[config.mk]
export PLATFORM = sky130hd
export DESIGN_NAME = can_bit_timer
export DESIGN_NICKNAME = d
export VERILOG_FILES = /design/src/rtl/cbt_pkg.sv /design/src/rtl/cbt_cfg_hold.sv /design/src/rtl/cbt_quantum_div.sv /design/src/rtl/cbt_seg_fsm.sv /design/src/rtl/can_bit_timer.sv
export SDC_FILE = /design/constraint.sdc
export NUM_CORES = 1
export LEC_CHECK = 0
export BUFFER_PORTS_ARGS = -buffer_cell sky130_fd_sc_hd__buf_2
export CAP_MARGIN = 40
export CORE_MARGIN = 2
export CORE_UTILIZATION = 48
export CTS_BUF_LIST = sky130_fd_sc_hd__clkbuf_16
export DETAILED_ROUTE_END_ITERATION = 12
export GPL_TIMING_DRIVEN = 0
export PLACE_DENSITY = 0.7
export SYNTH_ARGS = -nofsm -noshare
export SYNTH_HDL_FRONTEND = slang
export SYNTH_SLANG_ARGS = --single-unit
[constraint.sdc]
create_clock -name clk -period 18.46 [get_ports clk]
set_input_delay 0 -clock clk [delete_from_list [all_inputs] [get_ports clk]]
set_output_delay 0 -clock clk [all_outputs]
set_load 0.005 [all_outputs]
[src/rtl/cbt_pkg.sv]
package cbt_pkg;

  typedef enum logic [1:0] {
    SEG_SYNC = 2'd0,
    SEG_TS1  = 2'd1,
    SEG_TS2  = 2'd2
  } seg_e;

  localparam int TS1_MIN_Q = 4;
  localparam int TS2_MIN_Q = 2;
  localparam int BIT_MIN_Q = 8;

endpackage

[src/rtl/cbt_cfg_hold.sv]
module cbt_cfg_hold
  import cbt_pkg::*;
#(
  parameter int BRP_W = 8,
  parameter int TS1_W = 4,
  parameter int TS2_W = 3,
  parameter int SJW_W = 2,
  parameter int QW    = 5
) (
  input  logic             clk,
  input  logic             rst_n,
  input  logic             load,
  input  logic [BRP_W-1:0] div_in,
  input  logic [TS1_W-1:0] ts1_in,
  input  logic [TS2_W-1:0] ts2_in,
  input  logic [SJW_W-1:0] sjw_in,
  output logic [BRP_W-1:0] div_q,
  output logic [QW-1:0]    ts1_q,
  output logic [QW-1:0]    ts2_q,
  output logic [QW-1:0]    sjw_q
);

  localparam logic [QW-1:0] ONE_Q  = QW'(1);
  localparam logic [QW-1:0] T1_MIN = QW'(TS1_MIN_Q);
  localparam logic [QW-1:0] T2_MIN = QW'(TS2_MIN_Q);
  localparam logic [QW-1:0] B_MIN  = QW'(BIT_MIN_Q);

  logic [QW-1:0]    t1_raw, t2_raw, t1_fix, sj_raw, sj_fix;
  logic [BRP_W-1:0] div_hold;
  logic [QW-1:0]    ts1_hold, ts2_hold, sjw_hold;

  // clamp incoming settings to legal quanta counts
  always_comb begin
    t1_raw = QW'(ts1_in) + ONE_Q;
    if (t1_raw < T1_MIN) t1_raw = T1_MIN;
    t2_raw = QW'(ts2_in) + ONE_Q;
    if (t2_raw < T2_MIN) t2_raw = T2_MIN;
    t1_fix = t1_raw;
    if ((t1_raw + t2_raw + ONE_Q) < B_MIN) t1_fix = B_MIN - ONE_Q - t2_raw;
    sj_raw = QW'(sjw_in) + ONE_Q;
    sj_fix = (sj_raw > t2_raw) ? t2_raw : sj_raw;
  end

  // live inputs pass through only on a boundary clock
  always_comb begin
    if (load) begin
      div_q = div_in;
      ts1_q = t1_fix;
      ts2_q = t2_raw;
      sjw_q = sj_fix;
    end else begin
      div_q = div_hold;
      ts1_q = ts1_hold;
      ts2_q = ts2_hold;
      sjw_q = sjw_hold;
    end
  end

  always_ff @(posedge clk) begin
    if (!rst_n) begin
      div_hold <= '0;
      ts1_hold <= T1_MIN + ONE_Q;
      ts2_hold <= T2_MIN;
      sjw_hold <= ONE_Q;
    end else begin
      div_hold <= div_q;
      ts1_hold <= ts1_q;
      ts2_hold <= ts2_q;
      sjw_hold <= sjw_q;
    end
  end


  cfg_frozen_chk: assert property (@(posedge clk) disable iff (!rst_n)
    !load |=> (ts2_q == $past(ts2_q) || load));

endmodule

[src/rtl/cbt_quantum_div.sv]
module cbt_quantum_div #(
  parameter int BRP_W = 8
) (
  input  logic             clk,
  input  logic             rst_n,
  input  logic             restart,
  input  logic [BRP_W-1:0] div_val,
  output logic             tick
);

  localparam int CW = BRP_W + 1;

  logic [CW-1:0] cnt;
  logic [CW-1:0] last;

  assign last = {div_val, 1'b1};
  assign tick = (cnt >= last);

  always_ff @(posedge clk) begin
    if (!rst_n)              cnt <= '0;
    else if (restart || tick) cnt <= '0;
    else                     cnt <= cnt + 1'b1;
  end


  tick_gap_chk: assert property (@(posedge clk) disable iff (!rst_n)
    tick |=> !tick);


  restart_zero_chk: assert property (@(posedge clk) disable iff (!rst_n)
    restart |=> !tick);

endmodule

[src/rtl/cbt_seg_fsm.sv]
module cbt_seg_fsm
  import cbt_pkg::*;
#(
  parameter int QW = 5
) (
  input  logic          clk,
  input  logic          rst_n,
  input  logic          tick,
  input  logic          edge_fall,
  input  logic          bus_idle,
  input  logic          rx_bit,
  input  logic [QW-1:0] ts1_q,
  input  logic [QW-1:0] ts2_q,
  input  logic [QW-1:0] sjw_q,
  output logic          hard_sync,
  output logic          sample_stb,
  output logic          sample_bit,
  output logic          bit_start
);

  localparam logic [QW-1:0] ONE_Q = QW'(1);

  seg_e          seg;
  logic [QW-1:0] qcnt, ts1_len, ts2_len;
  logic          rs_done;
  logic          late, early, resync;
  logic [QW-1:0] lag, ext, left, shr;
  logic [QW-1:0] len1_eff, len2_eff;
  logic          end_q1, end_q2;

  always_comb begin
    hard_sync = edge_fall && bus_idle;
    late      = edge_fall && !bus_idle && !rs_done && (seg == SEG_TS1);
    early     = edge_fall && !bus_idle && !rs_done && (seg == SEG_TS2);
    resync    = late || early;
    lag       = qcnt + ONE_Q;
    ext       = (lag < sjw_q) ? lag : sjw_q;
    left      = ts2_len - qcnt - ONE_Q;
    shr       = (left < sjw_q) ? left : sjw_q;
    len1_eff  = late  ? (ts1_len + ext) : ts1_len;
    len2_eff  = early ? (ts2_len - shr) : ts2_len;
    end_q1    = tick && (seg == SEG_TS1) && (qcnt == len1_eff - ONE_Q);
    end_q2    = tick && (seg == SEG_TS2) && (qcnt == len2_eff - ONE_Q);
  end

  always_ff @(posedge clk) begin
    if (!rst_n) begin
      seg        <= SEG_SYNC;
      qcnt       <= '0;
      ts1_len    <= ts1_q;
      ts2_len    <= ts2_q;
      rs_done    <= 1'b0;
      bit_start  <= 1'b1;
      sample_stb <= 1'b0;
      sample_bit <= 1'b1;
    end else if (hard_sync) begin
      seg        <= SEG_SYNC;
      qcnt       <= '0;
      rs_done    <= 1'b0;
      bit_start  <= 1'b1;
      sample_stb <= 1'b0;
    end else begin
      bit_start  <= end_q2;
      sample_stb <= end_q1;
      if (end_q1) sample_bit <= rx_bit;
      ts1_len <= len1_eff;
      ts2_len <= len2_eff;
      if (resync) rs_done <= 1'b1;
      if (end_q1) rs_done <= 1'b0;
      if (tick) begin
        unique case (seg)
          SEG_SYNC: begin
            seg     <= SEG_TS1;
            qcnt    <= '0;
            ts1_len <= ts1_q;
          end
          SEG_TS1: begin
            if (end_q1) begin
              seg     <= SEG_TS2;
              qcnt    <= '0;
              ts2_len <= ts2_q;
            end else begin
              qcnt <= qcnt + ONE_Q;
            end
          end
          default: begin
            if (end_q2) begin
              seg  <= SEG_SYNC;
              qcnt <= '0;
            end else begin
              qcnt <= qcnt + ONE_Q;
            end
          end
        endcase
      end
    end
  end


  bnd_at_sync_chk: assert property (@(posedge clk) disable iff (!rst_n)
    bit_start |-> (seg == SEG_SYNC && qcnt == '0));


  sample_single_chk: assert property (@(posedge clk) disable iff (!rst_n)
    sample_stb |=> !sample_stb);


  ts1_len_range_chk: assert property (@(posedge clk) disable iff (!rst_n)
    (seg == SEG_TS1) |-> (ts1_len >= ts1_q && ts1_len <= ts1_q + sjw_q && qcnt < ts1_len));


  ts2_len_range_chk: assert property (@(posedge clk) disable iff (!rst_n)
    (seg == SEG_TS2) |-> (ts2_len <= ts2_q && ts2_len + sjw_q >= ts2_q && qcnt < ts2_len));

endmodule

[src/rtl/can_bit_timer.sv]
module can_bit_timer #(
  parameter int BRP_W = 8,
  parameter int TS1_W = 4,
  parameter int TS2_W = 3,
  parameter int SJW_W = 2
) (
  input  logic             clk,
  input  logic             rst_n,
  input  logic             bus_idle,
  input  logic             rx_bit,
  input  logic [BRP_W-1:0] qdiv,
  input  logic [TS1_W-1:0] seg1_cfg,
  input  logic [TS2_W-1:0] seg2_cfg,
  input  logic [SJW_W-1:0] sjw_cfg,
  output logic             tq_tick,
  output logic             sample_stb,
  output logic             sample_bit,
  output logic             bit_start
);

  localparam int QW = $clog2((2 ** TS1_W) + (2 ** TS2_W) + (2 ** SJW_W) + 2);

  logic             rx_prev;
  logic             edge_fall;
  logic             hard_sync;
  logic [BRP_W-1:0] div_q;
  logic [QW-1:0]    ts1_q, ts2_q, sjw_q;

  always_ff @(posedge clk) begin
    if (!rst_n) rx_prev <= 1'b1;
    else        rx_prev <= rx_bit;
  end

  assign edge_fall = rx_prev && !rx_bit;

  cbt_cfg_hold #(
    .BRP_W(BRP_W), .TS1_W(TS1_W), .TS2_W(TS2_W), .SJW_W(SJW_W), .QW(QW)
  ) u_cfg (
    .clk    (clk),
    .rst_n  (rst_n),
    .load   (bit_start),
    .div_in (qdiv),
    .ts1_in (seg1_cfg),
    .ts2_in (seg2_cfg),
    .sjw_in (sjw_cfg),
    .div_q  (div_q),
    .ts1_q  (ts1_q),
    .ts2_q  (ts2_q),
    .sjw_q  (sjw_q)
  );

  cbt_quantum_div #(.BRP_W(BRP_W)) u_div (
    .clk     (clk),
    .rst_n   (rst_n),
    .restart (hard_sync),
    .div_val (div_q),
    .tick    (tq_tick)
  );

  cbt_seg_fsm #(.QW(QW)) u_fsm (
    .clk        (clk),
    .rst_n      (rst_n),
    .tick       (tq_tick),
    .edge_fall  (edge_fall),
    .bus_idle   (bus_idle),
    .rx_bit     (rx_bit),
    .ts1_q      (ts1_q),
    .ts2_q      (ts2_q),
    .sjw_q      (sjw_q),
    .hard_sync  (hard_sync),
    .sample_stb (sample_stb),
    .sample_bit (sample_bit),
    .bit_start  (bit_start)
  );


  sample_vs_start_chk: assert property (@(posedge clk) disable iff (!rst_n)
    sample_stb |-> !bit_start);


  hard_sync_start_chk: assert property (@(posedge clk) disable iff (!rst_n)
    (bus_idle && rx_prev && !rx_bit) |=> bit_start);

endmodule

==> flow_summary.rst, run 1 <==
.. list-table::
   :header-rows: 1

   * - Metric
     - Value
   * - Maximum number of pins on one net before global-route repair
     - 19
   * - Number of buffer cells added on primary ports
     - 23
   * - Actual slew at the worst max-slew pin
     - 783.4 ps
   * - Biggest cell delay along the critical path
     - 540 ps
   * - Final min period
     - 7241 ps
   * - Setup_tns
     - 0 ps
   * - DRC viols
     - 0
   * - Number of cells traversed by the worst register-to-register path
     - 24
   * - Maximum operating frequency
     - 138.1 MHz
   * - Combinational power share
     - 0.370
   * - TritonCTS clock tree
     - done
   * - Data required time of the worst path
     - roughly 19000 ps
   * - Hold endpoint
     - u_cfg.div_hold[4]
   * - Cell at the root of the clock tree
     - sky130_fd_sc_hd__clkbuf_16
   * - Synth top area cells
     - sky130_fd_sc_hd__dfxtp_1 22%, sky130_fd_sc_hd__ha_1 11%, sky130_fd_sc_hd__mux2i_1 8.2%, sky130_fd_sc_hd__edfxtp_1 7.7%, sky130_fd_sc_hd__nor2_1 4.5%
   * - Number of antenna violations at the first check in global routing
     - 0
   * - Gr ovfl total
     - 0
   * - Clock network fraction of design power
     - 0.280
   * - Number of detailed-routing iterations run before antenna repair
     - 5
   * - End of the worst register-to-register path
     - u_fsm.qcnt[0]
   * - Number of nets produced by synthesis
     - approximately 510
   * - Top cell type's share of synthesized area
     - 0.2248
   * - Drt initial violations
     - 172
   * - Area growth, synth to finish
     - 12.39%
   * - Leading register cell type out of synthesis
     - sky130_fd_sc_hd__dfxtp_1
   * - Count of final hold-check violations
     - 0
   * - Cell type with the largest total area after synthesis
     - sky130_fd_sc_hd__dfxtp_1
   * - Internal power contribution
     - 256.6 uW
   * - Sort of element at the end of the critical path
     - flip-flop
   * - Worst r2r src
     - u_fsm.qcnt[2]
   * - Core area
     - 0.007807 sq mm
   * - GPL Wtd Cong
     - 0.8505
   * - Die Y-Extent
     - 94.36 um
   * - Part of the Yosys area used for sequential elements
     - 0.3014
   * - Number of pins exceeding their max-slew limit in the final report
     - 0
   * - CP max-delay cell
     - sky130_fd_sc_hd__fa_1
   * - Wire length reported by the detailed router
     - 8954 um
   * - Clock Pin Slew Worst Setup and Hold Paths
     - 80 ps
   * - Cell depth of the worst min-delay path
     - 3
   * - Switch Pwr
     - 131.0 uW
   * - Synthesized area per cell
     - a little under 9 sq um
   * - Number of enable flip-flop cells after synthesis
     - 10
   * - Worst IR Drop VDD
     - 58.01 uV
   * - Setup WS pre-CTS
     - 11030 ps
   * - Slew margin rel.
     - 0.4742
   * - Residual antenna-violating net count after detailed routing
     - 0
   * - Fillers
     - 717
   * - Outcome
     - completed
   * - Synth async-reset ratio
     - 0
   * - Min setup slack post-route
     - 11220 ps
   * - Warnings, synthesis
     - 0
   * - Final routed wire length divided by cell count
     - 15.15 um
   * - Fraction of final layout cells with drive strength greater than 1
     - 0.09611
   * - Diode count
     - 0
   * - Startpoint of the most critical hold path
     - qdiv[4]
   * - Sw frac
     - 0.3381
   * - Via count of the first global-routing pass
     - 3322
   * - Critical-path maximum fanout
     - 6
   * - Synthesis-stage register bit count
     - 54
   * - Sequential share of power
     - 0.350
   * - Number of top-level pins
     - 25
   * - Number of max-cap violations
     - 0
   * - Die outline area
     - 0.008903 sq mm
   * - Number of H-tree branching levels
     - 2
   * - Cell type with the highest occurrence count on the critical path
     - sky130_fd_sc_hd__ha_1
   * - Initial standard-cell utilization of the core
     - 0.5019
   * - Detailed-route via count
     - between 3000 and 4000
   * - Setup CP Type
     - input port to flip-flop
   * - Final period utilization
     - 0.3923
   * - Latest clock arrival within the worst-skew pair
     - 290 ps
   * - Overall global routing resource usage
     - 0.2140
   * - Setup slack of the worst register-to-register path
     - 12040 ps
   * - CP startpoint kind
     - input port
   * - Overall die width
     - 94.36 um
   * - Worst setup path startpoint
     - seg2_cfg[0]
   * - Post-detailed-route via-to-cell ratio
     - 5.707
   * - Worst setup skew after layout
     - 8.783 ps
   * - Clock Tree Buf Depth
     - 2
   * - Buffer count from post-CTS setup fixing
     - 0
   * - Data arrival, critical path
     - ~7400 ps
   * - Total power density per cell area
     - 88.00 mW/mm^2
   * - Number of instances in the synthesized netlist
     - 451
   * - Finish-stage setup viols
     - 0
   * - RSZ-0062 raised after global routing
     - no
   * - Leakage Power
     - 0.001888 uW
   * - Rows
     - 32
   * - CTS Buf Count
     - 5
   * - Global-route wire length before repair
     - roughly 15000 um
   * - Post-synth design cell area
     - just under 0.004 sq mm
   * - Number of clock sinks
     - 54
   * - Final layout net count
     - 548
   * - Kind of path behind the tightest hold check
     - input port to flip-flop
   * - Post-synth cell types
     - 60
   * - DP Wirelength
     - 7029 um
power groups by stage:
stage	Clock, uW	Sequential (uW)	Combinational [uW]
floorplan	0	136	111
global placement	0	138	136
detailed placement	0	138	140
CTS	110	135	143
global route	115	136	163
finish	109	135	144
cells in the mapped netlist (7+ instances only):
library cell and number:
sky130_fd_sc_hd__nor3_1 10, sky130_fd_sc_hd__o21ai_0 21, sky130_fd_sc_hd__nor2b_1 9, sky130_fd_sc_hd__nand2b_1 8, sky130_fd_sc_hd__a21oi_1 22, sky130_fd_sc_hd__mux2i_1 32
sky130_fd_sc_hd__ha_1 36, sky130_fd_sc_hd__clkbuf_1 11, sky130_fd_sc_hd__xor2_1 20, sky130_fd_sc_hd__xnor2_1 17, sky130_fd_sc_hd__a31oi_1 7, sky130_fd_sc_hd__nor2_1 47
sky130_fd_sc_hd__nand2_1 28, sky130_fd_sc_hd__and2_1 7, sky130_fd_sc_hd__a21o_1 7, sky130_fd_sc_hd__nand3_1 19, sky130_fd_sc_hd__inv_1 25, sky130_fd_sc_hd__dfxtp_1 44
sky130_fd_sc_hd__edfxtp_1 10
how the worst max path moves through the flow:
stage               depth (start not counted)             to
detailed placement                         31  u_fsm.qcnt[0]
global placement                           31  u_fsm.qcnt[0]
global route                               31  u_fsm.qcnt[0]
CTS                                        31  u_fsm.qcnt[0]
finish                                     31  u_fsm.qcnt[0]
floorplan                                  30  u_fsm.qcnt[0]
layer usage:
metal  routed length, um  global-route usage  up-vias
met5                   0                   0        -
met4                 238             0.07005        0
met3                 388             0.02394       18
met2                4216              0.3595       81
met1                4110              0.2879     1582
li1                    -                   -     1692
cells in the final DEF (no fill, tap or decap), types with 11 or more instances in the layout:
master,Yosys,layout
sky130_fd_sc_hd__a21oi_1,22,22
sky130_fd_sc_hd__buf_2,1,24
sky130_fd_sc_hd__clkbuf_1,11,11
sky130_fd_sc_hd__dfxtp_1,44,44
sky130_fd_sc_hd__ha_1,36,36
sky130_fd_sc_hd__inv_1,25,25
sky130_fd_sc_hd__mux2i_1,32,32
sky130_fd_sc_hd__nand2_1,28,28
sky130_fd_sc_hd__nand3_1,19,19
sky130_fd_sc_hd__nor2_1,47,47
sky130_fd_sc_hd__o21ai_0,21,21
sky130_fd_sc_hd__xnor2_1,17,17
sky130_fd_sc_hd__xor2_1,20,20
state kept, by name, indices dropped and copies added (netlist names), named ones only:
name	cells
rx_prev	1
u_fsm.sample_stb	1
u_div.cnt	9
u_cfg.sjw_hold	4
u_fsm.rs_done	1
u_cfg.div_hold	8
u_cfg.ts2_hold	5
u_fsm.ts1_len	5
u_cfg.ts1_hold	5
u_fsm.seg	2
u_fsm.bit_start	1
u_fsm.ts2_len	5
u_fsm.sample_bit	1
u_fsm.qcnt	5
logic make-up after synthesis:
group           synth area share
flops                     0.3014
mux                      0.08748
fa+ha+maj                 0.1328
compound gates            0.1721
xor+xnor                 0.08269
buf+inv                  0.03959
simple gates              0.1839
critical path: cells and delay by family:
| kind | cells | cell delay (ps) |
|---|---|---|
| and+or+nand+nor | 8 | 880 |
| xor gates and xnor gates | 3 | 620 |
| AOI/OAI and AO/OA | 10 | 3170 |
| adders and majority gates | 6 | 1980 |
| buffers and inverters | 2 | 260 |
| muxes | 2 | 500 |
area by class of cell:
type / instances / area (sq um) / share of cell area
multi-input cells: 358 / 2582 / 0.5864
flip-flops and latches: 54 / 1181 / 0.2682
repair buffers: 30 / 185.2 / 0.04205
well taps: 102 / 127.6 / 0.02898
clock buffers: 5 / 125.1 / 0.02841
inverters: 25 / 93.84 / 0.02131
plain buffers: 14 / 61.31 / 0.01392
clock inverters: 3 / 47.55 / 0.01080
repair_timing:
item                                    4_1_cts  5_1_grt
endpoints found under the hold margin         7        0
hold buffers                                  7        0
gates resized for setup                       0        0
endpoints found under the setup margin        0        0
per-stage QoR:
| step | hold WS [ps] | cells | total power, uW | cell area [sq um] | utilization |
|---|---|---|---|---|---|
| 6_report | 38.21 | 591 | 387.6 | 4404 | 0.5641 |
| 5_1_grt | 56.73 | 591 | 413.9 | 4404 | 0.5641 |
| 4_1_cts | 43.73 | 591 | 388.5 | 4404 | 0.5641 |
| 3_5_place_dp | 252.0 | 576 | 278.6 | 4161 | 0.5330 |
| 3_3_place_gp | 240.8 | 576 | 273.1 | 4161 | 0.5330 |
| 2_1_floorplan | 108.5 | 451 | 247.3 | 3919 | - |
(Power assumes the default switching activity.)
==> run 2, diff against run 1 <==
==> constraint.sdc (replaced) <==
create_clock -name clk -period 7.45 [get_ports clk]
set_input_delay 0 -clock clk [delete_from_list [all_inputs] [get_ports clk]]
set_output_delay 0 -clock clk [all_outputs]
set_load 0.005 [all_outputs]
==> run 2 against run 1 <==
Against the previous run:
- combinational power up 150%
- hold slack worse by 2.4 ps
- sequential power up 150%
- sequential share of layout area down 0.068 points
- largest power group unchanged
- non-clock buffer count unchanged
- final cell count unchanged
- largest cell class unchanged
- global-route usage unchanged
- design area up 0.26%
- setup slack worse by 11000 ps
- clock power up 150%
- critical endpoint unchanged
- register-to-register slack worse by 11000 ps
==> flow_summary.rst, run 2 (synthesis gave the netlist of run 1 again) <==
.. list-table::
   :header-rows: 1

   * - Metric
     - Value
   * - Outcome
     - completed (unchanged)
   * - Register ranked first by flip-flop count
     - u_div.cnt (unchanged)
   * - Number of antenna violations at the first check in global routing
     - 0 (unchanged)
   * - Fraction of final layout cells with drive strength greater than 1
     - 0.1002 (was 0.09611)
   * - Sort of element at the end of the critical path
     - flip-flop (unchanged)
   * - Fillers
     - 716 (was 717)
   * - Rows
     - 32 (unchanged)
   * - Final routed wire length divided by cell count
     - 15.16 um (was 15.15 um)
   * - Setup_tns
     - 0 ps (unchanged)
   * - Worst setup skew after layout
     - 8.921 ps (was 8.783 ps)
   * - RSZ-0062 raised after global routing
     - no (unchanged)
   * - Number of H-tree branching levels
     - 2 (unchanged)
   * - Area growth, synth to finish
     - 12.68% (was 12.39%)
   * - Latest clock arrival within the worst-skew pair
     - 290 ps (about the same)
   * - Most frequent cells in the layout
     - 47 x sky130_fd_sc_hd__nor2_1, 44 x sky130_fd_sc_hd__dfxtp_1, 36 x sky130_fd_sc_hd__ha_1, 32 x sky130_fd_sc_hd__mux2i_1, 28 x sky130_fd_sc_hd__nand2_1 (unchanged)
   * - Cell at the root of the clock tree
     - sky130_fd_sc_hd__clkbuf_16 (unchanged)
   * - CTS Buf Count
     - 5 (unchanged)
   * - Count of final hold-check violations
     - 0 (unchanged)
   * - Number of flip-flops in the largest register
     - 9 (unchanged)
   * - Min setup slack post-route
     - 497.7 ps (was 11220 ps)
   * - DP Wirelength
     - 7029 um (unchanged)
   * - Biggest cell delay along the critical path
     - 540 ps (about the same)
   * - Die outline area
     - 0.008903 sq mm (unchanged)
   * - Gr ovfl total
     - 0 (unchanged)
   * - Number of max-cap violations
     - 0 (unchanged)
   * - Final period utilization
     - 0.9332
   * - Die Y-Extent
     - 94.36 um (unchanged)
   * - Diode count
     - 0 (unchanged)
   * - Area taken by multi-input logic gates
     - 0.002594 sq mm (was 0.002582 sq mm)
   * - Worst IR Drop VDD
     - 143.7 uV (was 58.01 uV)
   * - Drt initial violations
     - 190 (was 172)
   * - Final min period
     - 6952 ps
   * - Slew margin rel.
     - 0.4658 (was 0.4742)
   * - Most frequent standard cell in the layout excluding fill and tap cells
     - sky130_fd_sc_hd__nor2_1 (unchanged)
   * - Sequential cell area
     - 0.001181 sq mm (unchanged)
   * - Cell type with the highest occurrence count on the critical path
     - sky130_fd_sc_hd__ha_1 (unchanged)
   * - Setup WS pre-CTS
     - 17.83 ps (was 11030 ps)
   * - Maximum operating frequency
     - ~140 MHz
   * - Global-route wire length before repair
     - 15410 um (unchanged)
   * - Residual antenna-violating net count after detailed routing
     - 0 (unchanged)
   * - Buffer count from post-CTS setup fixing
     - 0 (unchanged)
   * - Data arrival, critical path
     - 7130 ps (was 7420 ps)
   * - Finish-stage setup viols
     - 0 (unchanged)
   * - Number of top-level pins
     - 25 (unchanged)
   * - GPL Wtd Cong
     - 0.8505 (unchanged)
   * - DRC viols
     - 0 (unchanged)
   * - CP startpoint kind
     - input port (unchanged)
   * - Number of clock sinks
     - 54 (unchanged)
   * - Kind of path behind the tightest hold check
     - input port to flip-flop (unchanged)
   * - Clock Pin Slew Worst Setup and Hold Paths
     - 80 ps (about the same)
   * - Final layout net count
     - 548 (unchanged)
   * - Number of buffer cells added on primary ports
     - 23 (unchanged)
   * - Detailed-route via count
     - 3386 (was 3373)
   * - Overall global routing resource usage
     - 0.2140 (unchanged)
   * - Leakage Power
     - 0.001889 uW (was 0.001888 uW)
   * - Data required time of the worst path
     - 7620 ps (was 18630 ps)
   * - Actual slew at the worst max-slew pin
     - 796.0 ps (was 783.4 ps)
   * - Overall die width
     - 94.36 um (unchanged)
   * - Largest registers
     - u_div.cnt x9, u_cfg.div_hold x8 (unchanged)
   * - Post-detailed-route via-to-cell ratio
     - 5.729 (was 5.707)
   * - Critical-path maximum fanout
     - 6 (unchanged)
   * - Setup CP Type
     - input port to flip-flop (unchanged)
   * - TritonCTS clock tree
     - done (unchanged)
   * - Initial standard-cell utilization of the core
     - 0.5019 (unchanged)
   * - CP max-delay cell
     - sky130_fd_sc_hd__fa_1 (unchanged)
   * - Wire length reported by the detailed router
     - 8962 um (was 8954 um)
   * - Via count of the first global-routing pass
     - 3322 (unchanged)
   * - Total power density per cell area
     - 217.8 mW/mm^2 (was 88.00 mW/mm^2)
   * - Number of pins exceeding their max-slew limit in the final report
     - 0 (unchanged)
   * - Number of detailed-routing iterations run before antenna repair
     - 5 (unchanged)
   * - Core area
     - 0.007807 sq mm (unchanged)
   * - Maximum number of pins on one net before global-route repair
     - 19 (unchanged)
   * - Clock Tree Buf Depth
     - 2 (unchanged)
## run 2: cell counts in the layout (fill, tap and decap cells not counted)
Identical to the previous run, type by type.
## run 2: layout make-up
class                      instances  share of cell area
multi-input combinational        358              0.5874
sequential                        54              0.2675
timing repair buffer              30             0.04194
tap                              102             0.02890
clock buffer                       5             0.02834
inverter                          25             0.02125
buffer                            14             0.01388
clock inverter                     3             0.01077
## run 2: repair_timing
action                                  in CTS  in global routing
hold buffers                                 7                  0
endpoints found under the setup margin       0                  6
hold endpoints to repair                     7                  0
resized for setup                            0                  2
## run 2: final timing paths
kind / start / endpoint / slack, ps / cells past startpoint
worst max-delay path: seg2_cfg[0] / u_fsm.qcnt[0] / 500 / 31
worst min-delay path: qdiv[4] / u_cfg.div_hold[4] / 40 / 3
worst max register to register: u_fsm.qcnt[2] / u_fsm.qcnt[0] / 1130 / 24
worst min register to register: u_cfg.ts2_hold[4] / u_cfg.ts2_hold[4] / 480 / 2
## run 2: through the flow
stage | total power (uW) | utilization | std cells | hold slack (ps) | instance area (sq um)
floorplan | 612.7 | - | 451 | 108.5 | 3919
global placement | 676.7 | 0.5330 | 576 | 240.8 | 4161
detailed placement | 690.3 | 0.5330 | 576 | 252.0 | 4161
CTS | 962.7 | 0.5641 | 591 | 43.73 | 4404
global route | 1026 | 0.5655 | 591 | 56.73 | 4415
finish | 961.7 | 0.5655 | 591 | 35.79 | 4415
## run 2: power breakdown
part | switching (uW) | internal (uW)
clock network | 108 | 161
logic | 203 | 154
registers | 14.4 | 321
## run 2: worst max-delay path, delay by kind of cell
| kind | cells | cell delay [ps] |
|---|---|---|
| multiplexers | 2 | 490 |
| buffers and inverters | 2 | 260 |
| AO/OA/AOI/OAI | 10 | 2920 |
| adder cells (fa/ha/maj) | 6 | 1940 |
| XOR/XNOR | 3 | 630 |
| AND/OR/NAND/NOR | 8 | 890 |
## run 2: layer usage
| layer | track usage | wire, um | up-vias |
|---|---|---|---|
| li1 | - | - | 1695 |
| met1 | 0.2879 | 4092 | 1574 |
| met2 | 0.3595 | 4227 | 99 |
| met3 | 0.02394 | 401 | 18 |
| met4 | 0.07005 | 241 | 0 |
| met5 | 0 | 0 | - |
